[config.mk]
export PLATFORM = sky130hd
export DESIGN_NAME = pipe5_core
export DESIGN_NICKNAME = d
export VERILOG_FILES = /design/src/rtl/pipe5_pkg.sv /design/src/rtl/pipe5_decode.sv /design/src/rtl/pipe5_alu.sv /design/src/rtl/pipe5_regfile.sv /design/src/rtl/pipe5_core.sv
export SDC_FILE = /design/constraint.sdc
export NUM_CORES = 2
export LEC_CHECK = 0
export ABC_CLOCK_PERIOD_IN_PS = 9200
export CORE_ASPECT_RATIO = 1.75
export CORE_MARGIN = 10
export CORE_UTILIZATION = 28
export DETAILED_ROUTE_END_ITERATION = 8
export PLACE_DENSITY_LB_ADDON = 0.12
export SYNTH_ARGS = -nofsm -noshare
export SYNTH_HDL_FRONTEND = slang
export SYNTH_SLANG_ARGS = --single-unit
export TNS_END_PERCENT = 30
[constraint.sdc]
create_clock -name clk -period 9.2 [get_ports clk]
set_clock_uncertainty 0.05 [all_clocks]
set_input_delay 1.84 -clock clk [delete_from_list [all_inputs] [get_ports clk]]
set_output_delay 1.84 -clock clk [all_outputs]
set_load 0.02 [all_outputs]
[src/rtl/pipe5_pkg.sv]
package pipe5_pkg;
  localparam int XLEN   = 32;
  localparam int RIDX_W = 5;
  localparam int NREG   = 1 << RIDX_W;
  localparam int IMM_W  = 16;

  typedef enum logic [2:0] {
    K_NOP, K_ALU_R, K_ALU_I, K_LOAD, K_STORE, K_BEQZ, K_BNEZ
  } kind_e;

  typedef enum logic [2:0] {
    FN_ADD = 3'd0, FN_SUB = 3'd1, FN_AND = 3'd2, FN_OR = 3'd3,
    FN_XOR = 3'd4, FN_SLT = 3'd5, FN_SLL = 3'd6, FN_SRL = 3'd7
  } alu_fn_e;

  localparam logic [5:0] OPC_RR   = 6'h00;
  localparam logic [5:0] OPC_BEQZ = 6'h04;
  localparam logic [5:0] OPC_BNEZ = 6'h05;
  localparam logic [5:0] OPC_LW   = 6'h23;
  localparam logic [5:0] OPC_SW   = 6'h2B;
  localparam logic [2:0] OPC_IMM_GROUP = 3'b001;

  typedef struct packed {
    kind_e               kind;
    alu_fn_e             fn;
    logic                wen;
    logic [RIDX_W-1:0]   dst;
  } ctl_t;

  localparam ctl_t CTL_NOP = '{kind: K_NOP, fn: FN_ADD, wen: 1'b0, dst: '0};
endpackage

[src/rtl/pipe5_decode.sv]
module pipe5_decode
  import pipe5_pkg::*;
(
  input  logic [XLEN-1:0]   ir,
  output ctl_t              ctl,
  output logic [RIDX_W-1:0] src_a,
  output logic [RIDX_W-1:0] src_b,
  output logic [XLEN-1:0]   imm_ext
);
  logic [5:0]        opc;
  logic [RIDX_W-1:0] dst_rr;
  logic [7:0]        rr_pad;
  logic [2:0]        rr_fn;

  assign opc     = ir[31:26];
  assign src_a   = ir[25:21];
  assign src_b   = ir[20:16];
  assign dst_rr  = ir[15:11];
  assign rr_pad  = ir[10:3];
  assign rr_fn   = ir[2:0];
  assign imm_ext = {{(XLEN-IMM_W){ir[IMM_W-1]}}, ir[IMM_W-1:0]};

  always_comb begin
    ctl = CTL_NOP;
    if (opc == OPC_RR) begin
      if (rr_pad == '0) begin
        ctl.kind = K_ALU_R;
        ctl.fn   = alu_fn_e'(rr_fn);
        ctl.dst  = dst_rr;
        ctl.wen  = (dst_rr != '0);
      end
    end else if (opc[5:3] == OPC_IMM_GROUP) begin
      ctl.kind = K_ALU_I;
      ctl.fn   = alu_fn_e'(opc[2:0]);
      ctl.dst  = src_b;
      ctl.wen  = (src_b != '0);
    end else if (opc == OPC_LW) begin
      ctl.kind = K_LOAD;
      ctl.dst  = src_b;
      ctl.wen  = (src_b != '0);
    end else if (opc == OPC_SW) begin
      ctl.kind = K_STORE;
    end else if (opc == OPC_BEQZ) begin
      ctl.kind = K_BEQZ;
    end else if (opc == OPC_BNEZ) begin
      ctl.kind = K_BNEZ;
    end
  end
endmodule

[src/rtl/pipe5_alu.sv]
module pipe5_alu
  import pipe5_pkg::*;
#(
  parameter int W = XLEN
) (
  input  alu_fn_e      fn,
  input  logic [W-1:0] a,
  input  logic [W-1:0] b,
  output logic [W-1:0] y
);
  localparam int SH_W = $clog2(W);

  logic [SH_W-1:0] sh;
  assign sh = b[SH_W-1:0];

  always_comb begin
    unique case (fn)
      FN_ADD: y = a + b;
      FN_SUB: y = a - b;
      FN_AND: y = a & b;
      FN_OR:  y = a | b;
      FN_XOR: y = a ^ b;
      FN_SLT: y = ($signed(a) < $signed(b)) ? W'(1) : '0;
      FN_SLL: y = a << sh;
      FN_SRL: y = a >> sh;
      default: y = '0;
    endcase
  end
endmodule

[src/rtl/pipe5_regfile.sv]
module pipe5_regfile #(
  parameter int W = 32,
  parameter int N = 32,
  localparam int AW = $clog2(N)
) (
  input  logic          clk,
  input  logic          rst_n,
  input  logic [AW-1:0] ra_a,
  output logic [W-1:0]  rd_a,
  input  logic [AW-1:0] ra_b,
  output logic [W-1:0]  rd_b,
  input  logic          we,
  input  logic [AW-1:0] wa,
  input  logic [W-1:0]  wd
);
  logic [W-1:0] regs [N];
  logic         wr_hit;

  assign wr_hit = we && (wa != '0);

  always_ff @(posedge clk or negedge rst_n) begin
    if (!rst_n) begin
      for (int i = 0; i < N; i++) regs[i] <= '0;
    end else if (wr_hit) begin
      regs[wa] <= wd;
    end
  end

  always_comb begin
    if (ra_a == '0)                 rd_a = '0;
    else if (wr_hit && wa == ra_a)  rd_a = wd;
    else                            rd_a = regs[ra_a];
    if (ra_b == '0)                 rd_b = '0;
    else if (wr_hit && wa == ra_b)  rd_b = wd;
    else                            rd_b = regs[ra_b];
  end

  a_r8_zero_reads_zero: assert property (@(posedge clk) disable iff (!rst_n)
    (ra_a == '0) |-> (rd_a == '0));

  a_r9_write_lands: assert property (@(posedge clk) disable iff (!rst_n)
    wr_hit |=> (regs[$past(wa)] == $past(wd)));
endmodule

[src/rtl/pipe5_core.sv]
module pipe5_core
  import pipe5_pkg::*;
#(
  parameter logic [31:0] RESET_PC = 32'h0
) (
  input  logic        clk,
  input  logic        rst_n,
  output logic [31:0] imem_addr,
  input  logic [31:0] imem_rdata,
  output logic [31:0] dmem_addr,
  output logic        dmem_we,
  output logic        dmem_re,
  output logic [31:0] dmem_wdata,
  input  logic [31:0] dmem_rdata
);
  localparam logic [XLEN-1:0] WORD_BYTES = XLEN'(XLEN / 8);

  // fetch
  logic [XLEN-1:0] pc_q, pc_d, pc_seq;
  logic            run_q, pc_en, br_take;
  // IF/ID
  logic [XLEN-1:0] ifid_ir_q, ifid_ir_d, ifid_npc_q, ifid_npc_d;
  // ID/EX
  ctl_t            idex_ctl_q, idex_ctl_d;
  logic [XLEN-1:0] idex_npc_q, idex_a_q, idex_a_d, idex_b_q, idex_b_d, idex_imm_q, idex_imm_d;
  logic [RIDX_W-1:0] id_src_a, id_src_b;
  // EX/MEM
  ctl_t            exmem_ctl_q;
  logic [XLEN-1:0] exmem_alu_q, exmem_alu_d, exmem_b_q, exmem_tgt_q, exmem_tgt_d;
  logic            exmem_cond_q, exmem_cond_d;
  logic [XLEN-1:0] ex_opb;
  // MEM/WB
  ctl_t            memwb_ctl_q;
  logic [XLEN-1:0] memwb_alu_q;
  // write-back
  logic            wb_we;
  logic [XLEN-1:0] wb_data;

  // ---------------- fetch, next-state ----------------
  always_comb begin
    br_take    = exmem_cond_q;
    pc_seq     = pc_q + WORD_BYTES;
    pc_d       = br_take ? exmem_tgt_q : pc_seq;
    pc_en      = run_q;
    imem_addr  = run_q ? pc_d : pc_q;
    ifid_ir_d  = run_q ? imem_rdata : '0;
    ifid_npc_d = pc_seq;
  end

  // ---------------- decode ----------------
  pipe5_decode u_dec (
    .ir      (ifid_ir_q),
    .ctl     (idex_ctl_d),
    .src_a   (id_src_a),
    .src_b   (id_src_b),
    .imm_ext (idex_imm_d)
  );

  pipe5_regfile #(.W(XLEN), .N(NREG)) u_rf (
    .clk   (clk),
    .rst_n (rst_n),
    .ra_a  (id_src_a),
    .rd_a  (idex_a_d),
    .ra_b  (id_src_b),
    .rd_b  (idex_b_d),
    .we    (wb_we),
    .wa    (memwb_ctl_q.dst),
    .wd    (wb_data)
  );

  // ---------------- execute ----------------
  assign ex_opb = (idex_ctl_q.kind == K_ALU_R) ? idex_b_q : idex_imm_q;

  pipe5_alu #(.W(XLEN)) u_alu (
    .fn (idex_ctl_q.fn),
    .a  (idex_a_q),
    .b  (ex_opb),
    .y  (exmem_alu_d)
  );

  always_comb begin
    exmem_tgt_d  = idex_npc_q + idex_imm_q;
    exmem_cond_d = ((idex_ctl_q.kind == K_BEQZ) && (idex_a_q == '0)) ||
                   ((idex_ctl_q.kind == K_BNEZ) && (idex_a_q != '0));
  end

  // ---------------- memory ----------------
  always_comb begin
    dmem_addr  = exmem_alu_q;
    dmem_wdata = exmem_b_q;
    dmem_we    = (exmem_ctl_q.kind == K_STORE);
    dmem_re    = (exmem_ctl_q.kind == K_LOAD);
  end

  // ---------------- write-back ----------------
  always_comb begin
    wb_we   = memwb_ctl_q.wen;
    wb_data = (memwb_ctl_q.kind == K_LOAD) ? dmem_rdata : memwb_alu_q;
  end

  // ---------------- registers ----------------
  always_ff @(posedge clk or negedge rst_n) begin
    if (!rst_n) begin
      run_q <= 1'b0;
      pc_q  <= RESET_PC;
    end else begin
      run_q <= 1'b1;
      if (pc_en) pc_q <= pc_d;
    end
  end

  always_ff @(posedge clk or negedge rst_n) begin
    if (!rst_n) begin
      ifid_ir_q    <= '0;
      ifid_npc_q   <= '0;
      idex_ctl_q   <= CTL_NOP;
      idex_npc_q   <= '0;
      idex_a_q     <= '0;
      idex_b_q     <= '0;
      idex_imm_q   <= '0;
      exmem_ctl_q  <= CTL_NOP;
      exmem_alu_q  <= '0;
      exmem_b_q    <= '0;
      exmem_tgt_q  <= '0;
      exmem_cond_q <= 1'b0;
      memwb_ctl_q  <= CTL_NOP;
      memwb_alu_q  <= '0;
    end else begin
      ifid_ir_q    <= ifid_ir_d;
      ifid_npc_q   <= ifid_npc_d;
      idex_ctl_q   <= idex_ctl_d;
      idex_npc_q   <= ifid_npc_q;
      idex_a_q     <= idex_a_d;
      idex_b_q     <= idex_b_d;
      idex_imm_q   <= idex_imm_d;
      exmem_ctl_q  <= idex_ctl_q;
      exmem_alu_q  <= exmem_alu_d;
      exmem_b_q    <= idex_b_q;
      exmem_tgt_q  <= exmem_tgt_d;
      exmem_cond_q <= exmem_cond_d;
      memwb_ctl_q  <= exmem_ctl_q;
      memwb_alu_q  <= exmem_alu_q;
    end
  end

  // ---------------- assertions ----------------
  a_r1_quiet_start: assert property (@(posedge clk) disable iff (!rst_n)
    !run_q |-> (!dmem_we && !dmem_re && pc_q == RESET_PC));

  a_r2_seq_fetch: assert property (@(posedge clk) disable iff (!rst_n)
    (run_q && !exmem_cond_q) |=> (pc_q == $past(pc_q) + WORD_BYTES));

  a_r7_redirect: assert property (@(posedge clk) disable iff (!rst_n)
    (run_q && exmem_cond_q) |=> (pc_q == $past(exmem_tgt_q)));

  a_r6_single_access: assert property (@(posedge clk) disable iff (!rst_n)
    !(dmem_we && dmem_re));
endmodule

==> reports/metrics.yaml <==
run_status:
  outcome: "completed"
grt:
  grt_pass1_vias: 57100
  grt.total_usage_pct: 20.7
  antenna_found_initial: 10
  grt_overflow_total: 0
  grt_max_degree: 168
  grt_pass1_wl_um: 435000
timing:
  fin_ws_ns: 2.62
  slew_violations: 0
  holdWs_ns: 0.295
  tightest_slew_ns: 1.29
  hold_viol: 0
  finalCritPeriodShare_pct: 71.5
  finalSetupViolations: 0
  rsz0062_at_grt: "false"
  period_needed_ns: 6.58
  maxSlewHeadroom_pct: 13.6
  finalSetupTns_ns: 0
  max_freq_mhz: 152
floorplan:
  dieArea_um2: 286000
  fp.dieW_um: 409
  rows: 249
  initial_core_util_pct: 28.2
  io_pins: 164
  core_area_um2: 263000
  die_y_um: 700
worst_setup_path:
  cpMaxStageDelayCell: "clkdlybuf4s50_1"
  crit_top_cell: "and3_1"
  cpPeakStageDelay_ns: 0.67
  cp.required_ns: 7.31
  path_buf_inv: 1
  path_cells: "ha_1 > and3_1 > and3_1 > and3_1 > and2_1 > nor2b_1 > and4_1 > nand3_1 > xnor2_1 > mux2i_1 > o21ai_0 > clkdlybuf4s50_1"
  critPathKind: "flop to output port"
  end_kind: "output port"
  cp.arrival_ns: 4.69
  crit_family: "simple AND/OR/NAND/NOR gates"
  reg2reg_slack_ns: 2.95
  crit_fanout: 5
  start_kind: "flop"
finish:
  fin_nets: 6791
  largest_register: "u_rf.regs"
  layout_commonest_cell: "dfrtp_1"
  drive_gt1_share_pct: 16.1
  largest_reg_flops: 1024
  final_cell_mix: "1,379 x dfrtp_1, 745 x nand2_1, 740 x o21ai_0"
  fill_cells: 26900
  area_growth_pct: 13.8
synth:
  yosysSeqAreaShare_pct: 47.0
  syn-instance-count: 6798
  synth_top_cell_by_area: "dfrtp_1"
  synth_flop_cell: "dfrtp_1"
  syn_area_um2: 74000
  synth_fp_nets: 6989
  synth_area_per_cell_um2: 10.9
  synthArstFlopShare_pct: 100
  synth_area_leaders: "dfrtp_1 47%, mux4_2 18%, o21ai_0 5.0%, a21oi_1 3.9%, nand2_1 3.8%"
  yosysUniqueCellTypes: 81
  synth_edf_count: 0
  synth_top_area_share_pct: 47.0
  synth-seq-cells: 1392
  yosysWarnings: 0
power_and_ir_drop:
  ir_drop_uv: 139
  p_clk_share_pct: 36.0
  leakagePower_uw: 0.0323
  internal_power_uw: 11400
  seqPwrFrac_pct: 41.8
  p_per_area_nw_per_um2: 202
  power_uw: 17000
  switching_share_pct: 33.1
  power_switching_uw: 5650
  comb_power_share_pct: 22.2
clocking:
  cts_inserted_buffers: 148
  clkSinkCount: 1392
  root_buffer: "clkbuf_16"
  clk_path_buf_depth: 4
  cts_setup_buffers: 0
  clk_latency_ns: 0.83
  clkSlewWorstSetupHoldPaths_ns: 0.07
  htreeDepth: 4
  holdBufCountCts: 0
  postCtsResizedCells: 0
  cts_tree: "done"
detailed_routing:
  num_vias: 54500
  first_pass_iters: 7
  via_per_inst: 5.33
  wl_per_cell_um: 29.6
  drtIter0Drc: 3892
  antenna_left: 0
  drc: 0
  wirelength_um: 302000
place:
  port_buffers: 163
  pre_cts_ws_ns: 2.98
  place_hpwl_um: 195000
  gp_congestion: 0.946
min_path:
  hp-class: "flop to flop"
flow_run:
  maxCapViolCount: 0
## synthesized netlist by cell type (all sizes together), types with 28 or more instances
cell type / instances
a211oi: 226
nor2: 572
a22oi: 35
a21o: 47
ha: 123
nand2b: 28
buf: 106
mux4: 598
o21ai: 762
nor3: 43
nor2b: 108
xor2: 30
dfrtp: 1392
xnor2: 70
nand2: 756
o211ai: 55
and2: 41
inv: 133
a31oi: 31
clkbuf: 555
a21oi: 571
o22ai: 29
mux2i: 173
nand3: 47
## path summary, 6_finish.rpt
kind | to | from | cells past startpoint
min reg2reg | idex_npc_q[21] | ifid_npc_q[21] | 0
max in group asynchronous | u_rf.regs[170] | rst_n | 3
max reg2reg | dmem_addr[31] | idex_ctl_q[9] | 15
min in group asynchronous | exmem_tgt_q[16] | rst_n | 1
min | idex_npc_q[21] | ifid_npc_q[21] | 0
max | imem_addr[24] | pc_q[2] | 12
## worst reg2reg max path, stage by stage, from the launching register on
cell and delay (ns):
dfrtp_1 0.47, nor3b_4 0.57, buf_4 0.48, mux2_2 0.40
buf_4 0.32, ha_1 0.38, a211oi_1 0.39, o211ai_1 0.23
a31oi_1 0.54, a21oi_1 0.30, o41ai_1 0.98, o21ai_1 0.32
a41oi_1 0.35, o311ai_1 0.13, a31oi_1 0.18, nand2_1 0.07
## power by group through the flow
stage          logic, uW  clock network, uW  registers (uW)
3_3_place_gp        3800                  0            7240
6_report            3780               6140            7120
2_1_floorplan       2150                  0            7010
3_5_place_dp        3800                  0            7240
5_1_grt             4060               6520            7170
4_1_cts             3810               6320            7140
## area by class of cell
cell class | count | area, um2 | share of cell area [%]
Timing Repair Buffer | 313 | 2960 | 3.52
Sequential cell | 1392 | 34900 | 41.4
Tap cell | 3514 | 4400 | 5.22
Clock buffer | 213 | 4260 | 5.05
Inverter | 133 | 499 | 0.593
Clock inverter | 37 | 449 | 0.533
Multi-Input combinational cell | 4612 | 36800 | 43.7
Antenna cell | 4 | 10.0 | 0.0119
## logic make-up (layout without fill, tap and decap cells)
logic type	Yosys count	after routing	synth area share, %
adder cells (fa/ha/maj)	125	125	2.13
XOR/XNOR	100	100	1.18
other	1	5	0.00507
multiplexers	788	788	20.8
flip-flops	1392	1392	47.0
buffers and inverters	794	696	4.11
AND/OR/NAND/NOR	1691	1691	9.77
AO/OA/AOI/OAI	1907	1907	15.0
## per-layer routing
metal	up-vias	global-route usage (%)	share of wire, %
li1	24300	-	-
met1	28200	23.9	39
met2	1456	37.7	52
met3	549	2.38	3.6
met4	8	10.1	5.5
met5	-	0	0.015
## per-stage QoR
| stage | utilization [%] | std cells | cell area (um2) |
|---|---|---|---|
| 2_1_floorplan | - | 6798 | 74000 |
| 3_3_place_gp | 30.2 | 9964 | 79500 |
| 3_5_place_dp | 30.2 | 9964 | 79500 |
| 4_1_cts | 32.0 | 10200 | 84200 |
| 5_1_grt | 32.0 | 10200 | 84200 |
| 6_report | 32.0 | 10200 | 84200 |
Power figures use the tool's default switching activity.
